### src/rtl/acc_seq_pkg.sv
package acc_seq_pkg;

  localparam int OP_W = 4;

  typedef enum logic [OP_W-1:0] {
    OP_NOP   = 4'h0,
    OP_LOAD  = 4'h1,
    OP_STORE = 4'h2,
    OP_ADD   = 4'h3,
    OP_SUB   = 4'h4,
    OP_JMP   = 4'h5,
    OP_BZ    = 4'h6,
    OP_HALT  = 4'h7
  } opcode_t;

  typedef enum logic [2:0] {
    ST_FADDR,
    ST_FREAD,
    ST_FIR,
    ST_DEC,
    ST_XREAD,
    ST_XWB,
    ST_XWRITE,
    ST_HALT
  } state_t;

  // register-transfer enables issued by the sequencer
  typedef struct packed {
    logic mar_from_pc;
    logic mar_from_ir;
    logic mdr_from_mem;
    logic mdr_from_acc;
    logic ir_from_mdr;
    logic pc_inc;
    logic pc_from_ir;
    logic acc_from_alu;
  } ctl_t;

endpackage

### src/rtl/acc_seq_alu.sv
module acc_seq_alu
  import acc_seq_pkg::*;
#(
  parameter int DW = 16
) (
  input  opcode_t       op,
  input  logic [DW-1:0] a,
  input  logic [DW-1:0] b,
  output logic [DW-1:0] y
);

  function automatic logic [DW-1:0] alu_eval(opcode_t f, logic [DW-1:0] x, logic [DW-1:0] m);
    case (f)
      OP_LOAD: return m;
      OP_ADD:  return x + m;
      OP_SUB:  return x - m;
      default: return x;
    endcase
  endfunction

  assign y = alu_eval(op, a, b);

endmodule

### src/rtl/acc_seq_ctrl.sv
module acc_seq_ctrl
  import acc_seq_pkg::*;
(
  input  logic    clk,
  input  logic    rst,
  input  opcode_t opcode,
  input  logic    acc_zero,
  input  logic    mem_ready,
  output ctl_t    ctl,
  output logic    mem_rd,
  output logic    mem_wr,
  output logic    halted
);

  state_t state_q, state_d;

  always_ff @(posedge clk) begin
    if (rst) state_q <= ST_FADDR;
    else     state_q <= state_d;
  end

  always_comb begin
    state_d = state_q;
    ctl     = '0;
    mem_rd  = 1'b0;
    mem_wr  = 1'b0;
    case (state_q)
      ST_FADDR: begin
        ctl.mar_from_pc = 1'b1;
        state_d = ST_FREAD;
      end
      ST_FREAD: begin
        mem_rd = 1'b1;
        if (mem_ready) begin
          ctl.mdr_from_mem = 1'b1;
          state_d = ST_FIR;
        end
      end
      ST_FIR: begin
        ctl.ir_from_mdr = 1'b1;
        ctl.pc_inc      = 1'b1;
        state_d = ST_DEC;
      end
      ST_DEC: begin
        state_d = ST_FADDR;
        case (opcode)
          OP_LOAD, OP_ADD, OP_SUB: begin
            ctl.mar_from_ir = 1'b1;
            state_d = ST_XREAD;
          end
          OP_STORE: begin
            ctl.mar_from_ir  = 1'b1;
            ctl.mdr_from_acc = 1'b1;
            state_d = ST_XWRITE;
          end
          OP_JMP:  ctl.pc_from_ir = 1'b1;
          OP_BZ:   ctl.pc_from_ir = acc_zero;
          OP_HALT: state_d = ST_HALT;
          default: state_d = ST_FADDR;
        endcase
      end
      ST_XREAD: begin
        mem_rd = 1'b1;
        if (mem_ready) begin
          ctl.mdr_from_mem = 1'b1;
          state_d = ST_XWB;
        end
      end
      ST_XWB: begin
        ctl.acc_from_alu = 1'b1;
        state_d = ST_FADDR;
      end
      ST_XWRITE: begin
        mem_wr = 1'b1;
        if (mem_ready) state_d = ST_FADDR;
      end
      default: state_d = ST_HALT;
    endcase
  end

  assign halted = (state_q == ST_HALT);

  // named events for the checks
  wire mem_stall  = (mem_rd || mem_wr) && !mem_ready;
  wire wr_commit  = mem_wr && mem_ready;


  reset_quiet_chk: assert property (@(posedge clk)
    rst |=> (!halted && !mem_rd && !mem_wr));


  strobe_excl_chk: assert property (@(posedge clk) disable iff (rst)
    !(mem_rd && mem_wr));


  stall_hold_chk: assert property (@(posedge clk) disable iff (rst)
    mem_stall |=> ($stable(mem_rd) && $stable(mem_wr)));


  write_once_chk: assert property (@(posedge clk) disable iff (rst)
    wr_commit |=> !mem_wr);


  halt_sticky_chk: assert property (@(posedge clk) disable iff (rst)
    halted |=> (halted && !mem_rd && !mem_wr));

endmodule

### src/rtl/acc_seq_dpath.sv
module acc_seq_dpath
  import acc_seq_pkg::*;
#(
  parameter int AW = 12,
  parameter int DW = 16
) (
  input  logic          clk,
  input  logic          rst,
  input  ctl_t          ctl,
  input  logic [DW-1:0] mem_rdata,
  input  logic [DW-1:0] alu_y,
  output logic [AW-1:0] mar,
  output logic [DW-1:0] mdr,
  output logic [DW-1:0] acc,
  output opcode_t       opcode,
  output logic          acc_zero
);

  logic [AW-1:0] pc_q;
  logic [DW-1:0] ir_q;

  wire [AW-1:0] ir_addr = ir_q[AW-1:0];
  wire [AW-1:0] pc_next = pc_q + {{(AW-1){1'b0}}, 1'b1};

  always_ff @(posedge clk) begin
    if (rst) begin
      pc_q <= '0;
      ir_q <= '0;
      acc  <= '0;
      mar  <= '0;
      mdr  <= '0;
    end else begin
      if (ctl.mar_from_pc)       mar <= pc_q;
      else if (ctl.mar_from_ir)  mar <= ir_addr;
      if (ctl.mdr_from_mem)      mdr <= mem_rdata;
      else if (ctl.mdr_from_acc) mdr <= acc;
      if (ctl.ir_from_mdr)       ir_q <= mdr;
      if (ctl.pc_from_ir)        pc_q <= ir_addr;
      else if (ctl.pc_inc)       pc_q <= pc_next;
      if (ctl.acc_from_alu)      acc <= alu_y;
    end
  end

  assign opcode   = opcode_t'(ir_q[DW-1 -: OP_W]);
  assign acc_zero = (acc == '0);

  wire pc_step  = ctl.pc_inc && !ctl.pc_from_ir;
  wire pc_redir = ctl.pc_from_ir;


  pc_step_chk: assert property (@(posedge clk) disable iff (rst)
    pc_step |=> (pc_q == $past(pc_q) + AW'(1)));


  pc_redirect_chk: assert property (@(posedge clk) disable iff (rst)
    pc_redir |=> (pc_q == $past(ir_q[AW-1:0])));

endmodule

### src/rtl/acc_seq_core.sv
module acc_seq_core
  import acc_seq_pkg::*;
#(
  parameter int AW = 12,
  localparam int DW = OP_W + AW
) (
  input  logic          clk,
  input  logic          rst,
  output logic [AW-1:0] mem_addr,
  output logic          mem_rd,
  output logic          mem_wr,
  output logic [DW-1:0] mem_wdata,
  input  logic [DW-1:0] mem_rdata,
  input  logic          mem_ready,
  output logic          halted
);

  ctl_t          ctl;
  opcode_t       opcode;
  logic          acc_zero;
  logic [DW-1:0] acc, mdr, alu_y;
  logic [AW-1:0] mar;

  acc_seq_ctrl u_ctrl (
    .clk(clk), .rst(rst), .opcode(opcode), .acc_zero(acc_zero),
    .mem_ready(mem_ready), .ctl(ctl), .mem_rd(mem_rd), .mem_wr(mem_wr),
    .halted(halted)
  );

  acc_seq_dpath #(.AW(AW), .DW(DW)) u_dpath (
    .clk(clk), .rst(rst), .ctl(ctl), .mem_rdata(mem_rdata), .alu_y(alu_y),
    .mar(mar), .mdr(mdr), .acc(acc), .opcode(opcode), .acc_zero(acc_zero)
  );

  acc_seq_alu #(.DW(DW)) u_alu (
    .op(opcode), .a(acc), .b(mdr), .y(alu_y)
  );

  assign mem_addr  = mar;
  assign mem_wdata = mdr;


  wdata_hold_chk: assert property (@(posedge clk) disable iff (rst)
    (mem_wr && !mem_ready) |=> $stable(mem_wdata) && $stable(mem_addr));

endmodule

### config.mk
export PLATFORM = sky130hd
export DESIGN_NAME = acc_seq_core
export DESIGN_NICKNAME = d
export VERILOG_FILES = /design/src/rtl/acc_seq_pkg.sv /design/src/rtl/acc_seq_alu.sv /design/src/rtl/acc_seq_ctrl.sv /design/src/rtl/acc_seq_dpath.sv /design/src/rtl/acc_seq_core.sv
export SDC_FILE = /design/constraint.sdc
export NUM_CORES = 1
export LEC_CHECK = 0
export ABC_AREA = 1
export ABC_CLOCK_PERIOD_IN_PS = 2900
export BUFFER_PORTS_ARGS = -buffer_cell sky130_fd_sc_hd__buf_2
export CORE_MARGIN = 2
export CORE_UTILIZATION = 45
export DETAILED_ROUTE_END_ITERATION = 6
export SYNTH_ARGS = -nofsm -noshare
export SYNTH_HDL_FRONTEND = slang
export SYNTH_SLANG_ARGS = --single-unit
### constraint.sdc
create_clock -name clk -period 2.9 [get_ports clk]
set_clock_uncertainty 0.2 [all_clocks]
set_input_delay 0 -clock clk [delete_from_list [all_inputs] [get_ports clk]]
set_output_delay 0 -clock clk [all_outputs]
set_load 0.005 [all_outputs]
-- Word-level counts from Yosys, hierarchy flattened
Cells that the tools add are included.
- logic and storage cells: 62
- input bits: 19
- register bits: 75
- bits in latches: 0
- memories: 0
- output and inout bits: 31
- bits in read-only memories: 0
- bits in writable memories: 0
- add/sub/neg operators: 3
- $lt $le $gt $ge: 0
- eq/ne operators: 17
- divide/modulo/power cells: 0
- multiply operators: 0
- reduce and logical (&&, ||, !) cells: 11
- shifts and indexed selects: 0
- bitwise operators: 0
- multiplexer cells: 25
- operators by type and width (kind ; number):
    2-to-1 mux 12 bit ; 4
    case mux 16 bit (3 select lines) ; 1
    2-to-1 mux 16 bit ; 2
    case mux 3 bit (7 select lines) ; 1
    adder 16 bit ; 1
    == test 4 x 3 -> 1 bit (second input constant) ; 4
    zero test 16 bit ; 1
    subtractor 16 bit ; 1
    adder 12 x 1 -> 12 bit (second input constant) ; 1
    == test 3 bit (second input constant) ; 4
    2-to-1 mux 1 bit ; 11
    2-to-1 mux 3 bit ; 3
    case mux 3 bit (3 select lines) ; 1
    == test 4 x 2 -> 1 bit (second input constant) ; 2
    == test 3 x 2 -> 1 bit (second input constant) ; 2
    inequality test 2 bit (second input constant) ; 3
    nonzero test 2 bit ; 3
    == test 4 x 1 -> 1 bit (second input constant) ; 1
    OR reduction 4 bit ; 1
    == test 3 x 1 -> 1 bit (second input constant) ; 1
    zero test 3 bit ; 1
    AND reduction 3 bit ; 1
    nonzero test 3 bit ; 1
    OR reduction 3 bit ; 1
    4 further kinds ; 4

-- Logic depth before layout (Yosys ltp)
- word-level depth: 6
- gate-level depth with buffers: 23
- depth with buffers taken out: 23

-- Hierarchy
From an unflattened synthesis, not the netlist that was laid out.
- cell total of the unflattened synthesis: 765
- area total of the unflattened synthesis: 5108.6 um^2
- modules (own cells, without submodules) (module ; cells an instance ; sequential area each (um^2) ; instances ; area an instance (um^2)):
    acc_seq_dpath ; 405 ; 1441.4 ; 1 ; 3139.3
    acc_seq_alu ; 294 ; 0.0 ; 1 ; 1615.3
    acc_seq_ctrl ; 66 ; 60.1 ; 1 ; 354.1

-- Least setup slack after synthesis
No wires, ideal clock.
- path kind: flip-flop to flip-flop
- start: register u_dpath.mdr[0]
- end: register u_dpath.acc[14]
- setup slack: 0.243 ns
- stages on the path, launching flop included: 19
- arrival time: 2.325 ns
- path buffers: 0
- clock period less this slack: 2.657 ns
- setup time: 0.132 ns
- required time: 2.568 ns
- cell sequence: dfxtp_1 > inv_1 > ha_1 > inv_1 > nor3_2 > nand2_1 > nor3_2 > nand2_1 > o21ai_0 > xor2_1 > ha_1 > inv_1 > nor3_1 > and2_1 > nand2_1 > nand3_1 > nand3_1 > nand2_1 > a21oi_1
- longest elaborated chain between the ends: 2
- elaborated cells between the ends (all ways): 3
- those cells by class: 2 x add/sub; 1 x mux
- ends and longest elaborated chain (element ; RTL line ; RTL):
    from (decl) ; acc_seq_dpath.sv:13 ; output logic [DW-1:0] mdr,
    from (signal assigned) ; acc_seq_dpath.sv:35 ; if (ctl.mdr_from_mem) mdr <= mem_rdata;
    subtractor 16 bit or adder 16 bit (tied branches) ; acc_seq_alu.sv:16, acc_seq_alu.sv:15 ;
    case mux 16 bit (3 select lines) (*) ; acc_seq_alu.sv:13 ; case (f)
    to (signal assigned) ; acc_seq_dpath.sv:40 ; if (ctl.acc_from_alu) acc <= alu_y;
    to (decl) ; acc_seq_dpath.sv:14 ; output logic [DW-1:0] acc,
Mark *: on every way between the ends. The rest lies on a longest branch, timed or not.
A chain may end at the register's enable or synchronous reset.

-- Worst setup path in the final report
- start: register u_dpath.mdr[1]
- end: register u_dpath.acc[13]
Same word-level chain as after synthesis.

==> flow_summary.json <==
{
  "outcome": "complete, but fails checks",
  "failed_checks": "negative setup slack",
  "floorplan.initialDensity_pct": 46.69,
  "critical_path_peak_fanout": 4,
  "power_density_mw_per_mm2": 848.3,
  "final_net_count": 855,
  "postLayoutSetupSlackWorst_ps": -104.3,
  "topRoutingLayerUsed": "met4",
  "synth.most_common_cell": "sky130_fd_sc_hd__nand2_1",
  "synth_top_cell_area_share_pct": 30.87,
  "clk_transition_reported_paths_ps": 90,
  "cpPeakStageDelay_ps": 340,
  "maxCapViolations": 0,
  "avgSynthCellArea_um2": 6.581,
  "n_antenna_cell": 0,
  "grt_antenna_before_repair": 0,
  "cp.required_ps": 2920,
  "areaGrowthSynthToFinish_pct": 22.28,
  "cp-startpoint": "u_dpath.mdr[1]",
  "route.final.wire_length_um": 14560,
  "synth_cell_types": 43,
  "overflow": 0,
  "fin_worst_hold_slack_ps": 10.21,
  "ys.flop_type": "sky130_fd_sc_hd__dfxtp_1",
  "ios": 50,
  "clock_insertion_delay_worst_skew_ps": 360,
  "drt_first_iter_violations": 322,
  "report.final.slew_viol_count": 0,
  "port_buffers": 49,
  "total_drc_errors_in_the_routed_layout": 0,
  "endpoint_kind": "flop",
  "postSynthRegisterBits": 75,
  "worstHoldStart": "rst",
  "synth_seq_area_share_pct": 30.87,
  "syn_inst": 739,
  "layout-drive-gt1-share_pct": 20.29,
  "rsz0062_at_grt": "yes",
  "clock-root-buffer": "sky130_fd_sc_hd__clkbuf_8",
  "fp.dieArea_mm2": 0.01166,
  "crit_top_cell": "sky130_fd_sc_hd__nand2_2",
  "die-height_um": 108.0,
  "grt_pass1_vias": 4648,
  "post_synth_main_area_contributors": "sky130_fd_sc_hd__dfxtp_1 (31%), sky130_fd_sc_hd__nand2_1 (13%), sky130_fd_sc_hd__a21oi_1 (7.1%), sky130_fd_sc_hd__nand3_1 (6.7%), sky130_fd_sc_hd__inv_1 (6.2%)",
  "dpl-instance-area_mm2": 0.005281,
  "grt_usage_pct": 24.94,
  "asyncSetResetFlopFracSynth_pct": 0,
  "cp_data_arrival_time_ps": 3030,
  "synth_edf_count": 0,
  "post-route-period-util_pct": 103.6,
  "wl_per_cell_um": 15.18,
  "maxClockFrequency_ghz": 0.3329,
  "total_nets_after_synthesis": 776,
  "grt_first_pass_wirelength_um": 23110,
  "final.setup.tns_ps": -318.4,
  "area.sequential_mm2": 0.001503,
  "routed-via-count": 5135,
  "floorplan.rows": 37,
  "maximum_vdd_drop_mv": 0.4072,
  "number_of_routed_nets_with_antenna_violations": 0,
  "ff_to_ff_setup_slack_ps": -100,
  "tritoncts.num_buffers": 9,
  "num-fill-cells": 1075,
  "timing_worst_slew_pin_value_ps": 1042,
  "syn_area_mm2": 0.004863,
  "tritoncts": "done",
  "route.layer.met1.wl_um": 6933,
  "core_area_mm2": 0.01042,
  "viasPerCell": 5.355,
  "series_of_cell_instances_along_the_critical_path": "inv_2 -> ha_4 -> inv_2 -> nor3_4 -> nand2_2 -> nor3_4 -> nand2_2 -> nand2_2 -> xor2_1 -> inv_1 -> ha_4 -> nand2_4 -> inv_4 -> nand3_2 -> nor3_2 -> nand2_1 -> nand3_1 -> nand3_1 -> nand2_1 -> a21oi_1",
  "min_delay_worst_type": "in -> reg",
  "max_slew_margin_pct": 30.45,
  "place.detailed.hpwl_um": 10320,
  "synthDominantAreaCellType": "sky130_fd_sc_hd__dfxtp_1",
  "worst_setup_path_class": "reg -> reg",
  "grt_start_max_net_pins": 40,
  "cts_buffer_depth": 2,
  "synth.cells.most_frequent": "sky130_fd_sc_hd__nand2_1 (167), sky130_fd_sc_hd__inv_1 (80), sky130_fd_sc_hd__dfxtp_1 (75)",
  "routabilityCongestion": 0.8782,
  "finalHoldViolations": 0,
  "power.static_leakage_uw": 0.002676,
  "finalSetupViolations": 4,
  "fin_util_pct": 57.09,
  "regToRegStartpoint": "u_dpath.mdr[1]",
  "fp.dieW_um": 108.0,
  "clock-sinks": 75,
  "synth-warning-count": 0,
  "clock_tree.htree_level_count": 3,
  "dr_wl_met3_um": 828,
  "setup.worst_path.start_class": "flop",
  "worst_path_max_delay_cell": "sky130_fd_sc_hd__dfxtp_2",
  "layout_min_cycle_time_ps": 3004,
  "dr_wl_met2_um": 6661,
  "first_pass_iters": 5,
  "multiInputGateArea_mm2": 0.003008,
  "stdcell_area_mm2": 0.005947
}
[cell type report]
cell class / count / area share (%)
inverters: 91 / 5.870
well taps: 136 / 2.861
repair buffers: 99 / 11.38
flip-flops and latches: 75 / 25.27
clock buffers: 9 / 2.083
multi-input cells: 542 / 50.58
clock inverters: 7 / 1.957
[timing repair]
action                     in CTS  in global routing
hold endpoints to repair       16                  0
setup endpoints to repair       3                  8
buffers inserted                1                  4
pin swaps                       1                 19
hold buffers                   21                  0
gates resized for setup         7                 42
[layout by cell type, fill, tap and decap left out, types with 4 or more instances in the layout]
master,netlist,final
sky130_fd_sc_hd__nand2_1,167,157
sky130_fd_sc_hd__inv_1,80,75
sky130_fd_sc_hd__dfxtp_1,75,74
sky130_fd_sc_hd__nor2_1,67,66
sky130_fd_sc_hd__nand3_1,65,64
sky130_fd_sc_hd__a21oi_1,69,64
sky130_fd_sc_hd__o21ai_0,56,51
sky130_fd_sc_hd__buf_2,10,49
sky130_fd_sc_hd__buf_4,5,28
sky130_fd_sc_hd__dlygate4sd3_1,0,21
sky130_fd_sc_hd__a31oi_1,19,19
sky130_fd_sc_hd__xor2_1,16,16
sky130_fd_sc_hd__inv_2,9,13
sky130_fd_sc_hd__ha_1,17,13
sky130_fd_sc_hd__o21ai_1,9,11
sky130_fd_sc_hd__nand2_2,2,10
sky130_fd_sc_hd__clkbuf_8,0,9
sky130_fd_sc_hd__nor2_2,6,7
sky130_fd_sc_hd__nand4_1,7,7
sky130_fd_sc_hd__nand3_2,5,6
sky130_fd_sc_hd__a21oi_2,2,5
sky130_fd_sc_hd__nor3_4,1,4
sky130_fd_sc_hd__xnor2_1,4,4
[flip-flops by register name, summed over array words and instances, names as in the netlist]
signal / count
u_dpath.pc_q: 12
u_dpath.ir_q: 16
u_ctrl.state_q: 3
u_dpath.mdr: 16
u_dpath.acc: 16
u_dpath.mar: 12
[logic make-up after synthesis]
logic type	synth area share, %
xor gates and xnor gates	3.602
DFF	30.87
buffers and inverters	10.78
AOI/OAI and AO/OA	18.75
and+or+nand+nor	31.21
adders and majority gates	4.785
[path summary, 6_finish.rpt]
| path | to | cells after the start |
|---|---|---|
| max | u_dpath.acc[13] | 20 |
| min | u_dpath.mdr[2] | 3 |
| max reg2reg | u_dpath.acc[13] | 20 |
| min reg2reg | u_dpath.ir_q[7] | 2 |
[per-stage QoR]
step	std cells	worst slack (ps)	total power [uW]
after floorplan	739	242.9	3036
after global placement	917	10.26	3623
after detailed placement	917	-47.70	3632
after CTS	955	-32.48	4718
after global routing	959	-289.8	5423
final	959	-104.3	5045
[critical path: cells and delay by family, from the launching register on]
| kind | cells | cell delay, ps |
|---|---|---|
| flops | 1 | 340 |
| fa+ha+maj | 2 | 430 |
| compound gates | 1 | 60 |
| simple gates | 12 | 1380 |
| buf+inv | 4 | 270 |
| xor+xnor | 1 | 150 |
[layer usage]
metal / GRT usage, % / vias to the layer above
met5: 0 / -
li1: - / 2583
met3: 4.340 / 14
met1: 35.15 / 2382
met2: 40.84 / 156
met4: 3.846 / 0
[where the power goes]
part	internal, uW	switching [uW]	leakage, uW
registers	1200	146	0.000610
logic	989	1720	0.00195
clock network	570	423	0.000119
total	2760	2290	0.00268
No activity file was read; power rests on OpenSTA's default activity.
